==> src/rtl/dspc_pkg.sv <==
// Package: shared encodings for the delay-slot next-PC unit.
// Assumes: the transfer kind is a 2-bit code produced by the decoder.
package dspc_pkg;

    typedef enum logic [1:0] {
        XK_BCOND = 2'd0,   // conditional PC-relative branch
        XK_BUNC  = 2'd1,   // unconditional PC-relative branch
        XK_JDIR  = 2'd2,   // direct region jump
        XK_JREG  = 2'd3    // register-indirect jump
    } xfer_kind_e;

endpackage

==> src/rtl/dspc_target.sv <==
// Module: dspc_target
// Computes the redirect address for each transfer kind.
// Assumes: AW >= IMM_W + 3 and the jump field is AW-6 bits wide.
module dspc_target
    import dspc_pkg::*;
#(
    parameter int AW    = 32,
    parameter int IMM_W = 16,
    parameter int JF_W  = AW - 6
) (
    input  xfer_kind_e        kind,
    input  logic [AW-1:0]     pc,
    input  logic [AW-1:0]     npc,
    input  logic [IMM_W-1:0]  imm,
    input  logic [JF_W-1:0]   jfield,
    input  logic [AW-1:0]     regv,
    output logic [AW-1:0]     target
);
    localparam int DISP_W = IMM_W + 2;
    localparam int SEXT_W = AW - DISP_W;

    logic [DISP_W-1:0] disp_raw;
    logic [AW-1:0]     disp;
    logic [AW-1:0]     pc_plus4;
    logic [AW-1:0]     br_tgt;
    logic [AW-1:0]     jd_tgt;
    logic [AW-1:0]     jr_tgt;

    // Word offset to a byte displacement, sign-extended from its top bit.
    always_comb begin
        disp_raw = {imm, 2'b00};
        disp     = {{SEXT_W{disp_raw[DISP_W-1]}}, disp_raw};
    end

    // Candidate targets for each kind.
    always_comb begin
        pc_plus4 = pc + AW'(4);
        br_tgt   = npc + disp;
        jd_tgt   = {pc_plus4[AW-1:AW-4], jfield, 2'b00};
        jr_tgt   = {regv[AW-1:2], 2'b00} | {{(AW-1){1'b0}}, pc_plus4[0]};
    end

    // Select the target for the kind presented.
    always_comb begin
        unique case (kind)
            XK_BCOND, XK_BUNC: target = br_tgt;
            XK_JDIR:           target = jd_tgt;
            default:           target = jr_tgt;
        endcase
    end

endmodule

==> src/rtl/dspc_decide.sv <==
// Module: dspc_decide
// Decides redirect, delay-slot squash and link write for one descriptor.
// Assumes: the descriptor describes the instruction at the current pc;
// a descriptor that arrives while annul is high belongs to a squashed slot.
module dspc_decide
    import dspc_pkg::*;
(
    input  logic        rst_n,
    input  logic        valid,
    input  xfer_kind_e  kind,
    input  logic        cond,
    input  logic        link,
    input  logic        likely,
    input  logic        annul_q,
    output logic        redirect,
    output logic        squash,
    output logic        link_we
);
    logic live;
    logic is_cond;

    // A descriptor counts only out of reset and outside an annulled slot.
    always_comb begin
        live    = rst_n && valid && !annul_q;
        is_cond = (kind == XK_BCOND);
    end

    // Jumps and unconditional branches always redirect; conditional ones on cond.
    always_comb begin
        redirect = live && (!is_cond || cond);
        squash   = live && is_cond && likely && !cond;
        link_we  = live && link;
    end

endmodule

==> src/rtl/dspc_pcregs.sv <==
// Module: dspc_pcregs
// Holds the pc/npc/nnpc triple and the registered annul flag.
// Assumes: synchronous active-low reset; redirect and squash are exclusive.
module dspc_pcregs #(
    parameter int          AW        = 32,
    parameter logic [31:0] RESET_VEC = 32'hBFC0_0000
) (
    input  logic          clk,
    input  logic          rst_n,
    input  logic          redirect,
    input  logic          squash,
    input  logic [AW-1:0] target,
    output logic [AW-1:0] pc_q,
    output logic [AW-1:0] npc_q,
    output logic [AW-1:0] nnpc_q,
    output logic          annul_q
);
    localparam logic [AW-1:0] STEP = AW'(4);
    localparam logic [AW-1:0] RV   = AW'(RESET_VEC);

    logic [AW-1:0] follow;

    // Address that comes after the delay slot.
    always_comb begin
        follow = redirect ? target : nnpc_q;
    end

    // Advance the triple one instruction per cycle.
    always_ff @(posedge clk) begin
        if (!rst_n) begin
            pc_q   <= RV;
            npc_q  <= RV + STEP;
            nnpc_q <= RV + STEP + STEP;
        end else begin
            pc_q   <= npc_q;
            npc_q  <= follow;
            nnpc_q <= follow + STEP;
        end
    end

    // Flag the delay-slot instruction of a not-taken likely branch.
    always_ff @(posedge clk) begin
        if (!rst_n) annul_q <= 1'b0;
        else        annul_q <= squash;
    end

endmodule

==> src/rtl/dslot_pc_seq.sv <==
// Module: dslot_pc_seq (top)
// Next-PC sequencer with one delay slot and likely-branch annulment.
// Assumes: decode, condition evaluation and register read happen upstream;
// exceptions do not redirect through this block.
module dslot_pc_seq
    import dspc_pkg::*;
#(
    parameter logic [31:0] RESET_VEC = 32'hBFC0_0000,
    parameter int          AW        = 32,
    parameter int          IMM_W     = 16
) (
    input  logic              clk,
    input  logic              rst_n,
    input  logic              xfer_valid,
    input  logic [1:0]        xfer_kind,
    input  logic              cond_true,
    input  logic              link_en,
    input  logic              likely_en,
    input  logic [IMM_W-1:0]  imm16,
    input  logic [AW-7:0]     jtarg26,
    input  logic [AW-1:0]     reg_val,
    output logic [AW-1:0]     pc,
    output logic [AW-1:0]     npc,
    output logic [AW-1:0]     nnpc,
    output logic              link_we,
    output logic [AW-1:0]     link_data,
    output logic              annul
);
    localparam int JF_W = AW - 6;

    xfer_kind_e    kind;
    logic          redirect;
    logic          squash;
    logic [AW-1:0] target;

    // Map the raw kind code onto the shared enum.
    always_comb begin
        kind = xfer_kind_e'(xfer_kind);
    end

    dspc_decide u_decide (
        .rst_n    (rst_n),
        .valid    (xfer_valid),
        .kind     (kind),
        .cond     (cond_true),
        .link     (link_en),
        .likely   (likely_en),
        .annul_q  (annul),
        .redirect (redirect),
        .squash   (squash),
        .link_we  (link_we)
    );

    dspc_target #(.AW(AW), .IMM_W(IMM_W), .JF_W(JF_W)) u_target (
        .kind   (kind),
        .pc     (pc),
        .npc    (npc),
        .imm    (imm16),
        .jfield (jtarg26),
        .regv   (reg_val),
        .target (target)
    );

    dspc_pcregs #(.AW(AW), .RESET_VEC(RESET_VEC)) u_regs (
        .clk      (clk),
        .rst_n    (rst_n),
        .redirect (redirect),
        .squash   (squash),
        .target   (target),
        .pc_q     (pc),
        .npc_q    (npc),
        .nnpc_q   (nnpc),
        .annul_q  (annul)
    );

    // Return address is the instruction after the delay slot.
    always_comb begin
        link_data = nnpc;
    end

endmodule

==> config.mk <==
export PLATFORM = sky130hd
export DESIGN_NAME = dslot_pc_seq
export DESIGN_NICKNAME = d
export VERILOG_FILES = /design/src/rtl/dspc_pkg.sv /design/src/rtl/dspc_target.sv /design/src/rtl/dspc_decide.sv /design/src/rtl/dspc_pcregs.sv /design/src/rtl/dslot_pc_seq.sv
export SDC_FILE = /design/constraint.sdc
export NUM_CORES = 1
export LEC_CHECK = 0
export BUFFER_PORTS_ARGS = -buffer_cell sky130_fd_sc_hd__buf_4
export CAP_MARGIN = 20
export CORE_ASPECT_RATIO = 0.8
export CORE_UTILIZATION = 55
export DETAILED_ROUTE_END_ITERATION = 16
export GPL_TIMING_DRIVEN = 0
export MAX_ROUTING_LAYER = met4
export PLACE_DENSITY = 0.88
export SLEW_MARGIN = 25
export SYNTH_ARGS = -nofsm -noshare
export SYNTH_HDL_FRONTEND = slang
export SYNTH_HIERARCHICAL = 1
export SYNTH_SLANG_ARGS = --single-unit
==> constraint.sdc <==
create_clock -name clk -period 7.2 [get_ports clk]
set_input_delay 0.36 -clock clk [delete_from_list [all_inputs] [get_ports clk]]
set_output_delay 0.36 -clock clk [all_outputs]
set_load 0.005 [all_outputs]
==> results.txt <==
chip height = 99.0 µm
Worst setup SP type = register
Post-Syn Area = 6470 µm²
Worst Path Max Fanout = 7
total power = 1630 µW
Slew Viols, Final = 0
P per Cell Area = 190 nW/µm²
vias per cell = 6.07
HP Start = rst_n
Vias = 6,917
multi-input logic area = 4090 µm²
hold path endpoint = u_regs/nnpc_q[31]$_SDFF_PN1_
total gr overflow = 0
CP dominant cell by count = mux2_2
Final period util = 65.9%
Post-synth top flop = dfxtp_1
wire per inst = 19.9 µm
Clock Sinks = 95
Post-Syn Instances = 765
YS warnings = 6
flop-to-flop setup slack = 2.46 ns
area leader, netlist = dfxtp_1
outcome = finished, final reports clean
Post-synth ARST share = 0%
Fillers = 910
hold crit path type = in -> reg
Syn Nets = 878
R2R depth = 15
Sequential cell area = 1900 µm²
number of H-tree levels = 3
pin count of the biggest net entering global routing = 17
DRC violations left = 0
Syn Area/Cell = 8.46 µm²
Clk Latency, worst-skew pair = 0.35 ns
skew final = 0.00954 ns
die area = 12,200 µm²
final critical-path required period = 4.74 ns
Clock Pin Slew Worst Setup and Hold Paths = 0.07 ns
Die W = 123 µm
Final ANT Viol Nets = 0
Boundary Pins = 212
DRT Wirelength = 22.7 mm
area delta synth->final = 32.2%
endpoints failing hold = 0
slowest library cell on the worst path = or4_4
first-pass GRT wire length = 33.7 mm
core area = 11,500 µm²
post-CTS setup buffers = 0
Setup-failing EPs final = 0
Cell Chain, Critical Path = ha_1, inv_1, fa_1, nand2b_1, a21oi_2, o2111ai_2, a21oi_1, o21bai_1, mux2_2, a221oi_1, and4_1, a31oi_1, or4_4, nor4_1, mux2_2
Setup crit end kind = register
Total GRT Usage = 37.9%
setup_tns = 0 ns
count of flip-flops with a built-in enable after synthesis = 0
CP max stage delay = 0.55 ns
Arr. time, crit path = 4.98 ns
row count = 35
WS Path Type = reg -> reg
DRT Pass-1 Iters = 6
capture point of the worst reg-to-reg path = u_regs/nnpc_q[31]$_SDFF_PN1_
max-cap check violation count = 0
initial antenna violation count = 0
drt initial violations = 883
cts repair resizes = 0
Cell variety after synth = 78
RSZ-0062 raised after global routing = no
Hold Path Cell Cnt = 3
# hold bufs at CTS = 0
Final GP Congestion = 0.978
share of layout cells above drive strength 1 = 31.5%
total CTS buffers = 9
Req. time, crit path = 7.44 ns
Lkg Pwr = 0.00378 µW
Critical R2R Launch = u_regs/npc_q[2]$_SDFF_PN1_
vias in the first global route = 6,155
Least-Margin Pin Slew = 0.844 ns
HPWL Detailed = 17.6 mm
IO Port Bufs = 209
clk buf depth = 2
Synth top area share = 29.4%
CTS tree = built
FF+latch count, synth = 95
Seq/Total Area, Yosys = 29.4%
Root Buffer = clkbuf_16
Max VDD drop = 0.000199 V
Final nets = 1,098
largest cells by area after synthesis = dfxtp_1, mux2i_1, ha_1, buf_4, and2_1
f_max = 0.211 GHz
Slew headroom = 43.7%
starting density of the core = 56.4%
## where the power goes
part | leakage (µW) | switching, µW | internal, µW
registers | 0.000777 | 40.3 | 559
logic | 0.00284 | 262 | 230
clock network | 0.000161 | 220 | 317
## stage by stage
step	instances	setup slack (ns)	util (%)	area, µm²	hold WS (ns)
2_1_floorplan	765	3.38	-	6470	0.465
3_3_place_gp	1122	2.69	71.7	8230	0.468
3_5_place_dp	1122	2.68	71.7	8230	0.483
4_1_cts	1137	2.63	74.6	8550	0.372
5_1_grt	1137	2.43	74.6	8550	0.394
6_report	1139	2.46	74.6	8560	0.376
## area by class of cell
class,instances,area share [%]
antenna,2,0.0585
buffer,74,5.10
clock buffer,10,2.79
clock inverter,5,1.04
inverter,12,0.526
multi-input combinational,584,47.8
sequential,95,22.2
tap,148,2.16
timing repair buffer,209,18.3
## layer usage
layer | part of all wire (%) | GRT usage, % | vias to the layer above
met4 | 1.7 | 9.08 | 0
met3 | 12 | 9.38 | 48
met5 | 0 | - | -
met1 | 42 | 52.1 | 3250
li1 | - | - | 3173
met2 | 44 | 55.5 | 446
## worst max path at each step
stage | start | end | slack [ns]
final | u_regs/npc_q[2]$_SDFF_PN1_ | u_regs/nnpc_q[31]$_SDFF_PN1_ | 2.46
after global routing | u_regs/npc_q[2]$_SDFF_PN1_ | u_regs/nnpc_q[31]$_SDFF_PN1_ | 2.43
after CTS | u_regs/npc_q[2]$_SDFF_PN1_ | u_regs/nnpc_q[31]$_SDFF_PN1_ | 2.63
after detailed placement | imm16[0] | u_regs/nnpc_q[31]$_SDFF_PN1_ | 2.68
after global placement | imm16[0] | u_regs/nnpc_q[31]$_SDFF_PN1_ | 2.69
after floorplan | u_regs/npc_q[2]$_SDFF_PN1_ | u_regs/nnpc_q[31]$_SDFF_PN1_ | 3.38
## cells in the final DEF (no fill, tap or decap), drive strengths merged, types with 11 or more instances in the layout
cell type,count
nand4,24
clkbuf,36
a21o,15
nand3,20
ha,30
nand2,50
nor2b,30
nand2b,20
a21oi,55
mux2i,39
nor3,13
buf,257
and2,41
dfxtp,95
xor2,19
xnor2,16
o21ai,46
or2,11
nor2,34
inv,12
## worst max-delay path: cells and delay by family, from the launching register on
| family | cells | cell delay, ns |
|---|---|---|
| AOI/OAI and AO/OA | 6 | 1.45 |
| adders and majority gates | 2 | 0.58 |
| buffers and inverters | 1 | 0.06 |
| DFF | 1 | 0.42 |
| muxes | 2 | 0.67 |
| and+or+nand+nor | 4 | 1.45 |
## registers in the layout, indices dropped and copies added, names as in the netlist
signal,cells
u_regs/npc_q,32
u_regs/pc_q,32
u_regs/nnpc_q,30
u_regs/annul_q,1
## cell families after synthesis
kind of cell / share of synthesized area [%]
simple gates: 25.9
flops: 29.4
buf+inv: 7.44
xor+xnor: 4.74
compound gates: 19.0
mux: 7.42
fa+ha+maj: 6.11
## cell usage after synthesis, drive strengths merged, types with 8 or more instances
cell and count:
a211oi 9, and2 41, nor3 13, nand2b 20, mux2i 39, mux2 8
nor2b 30, nor2 34, nor4 10, dfxtp 95, clkbuf 26, buf 48
o211ai 10, nand3 20, or2 11, a21oi 55, ha 30, nand4 24
inv 10, o21ai 46, nand2 50, xnor2 16, xor2 19, a21o 15
No activity file was read; power rests on OpenSTA's default activity.
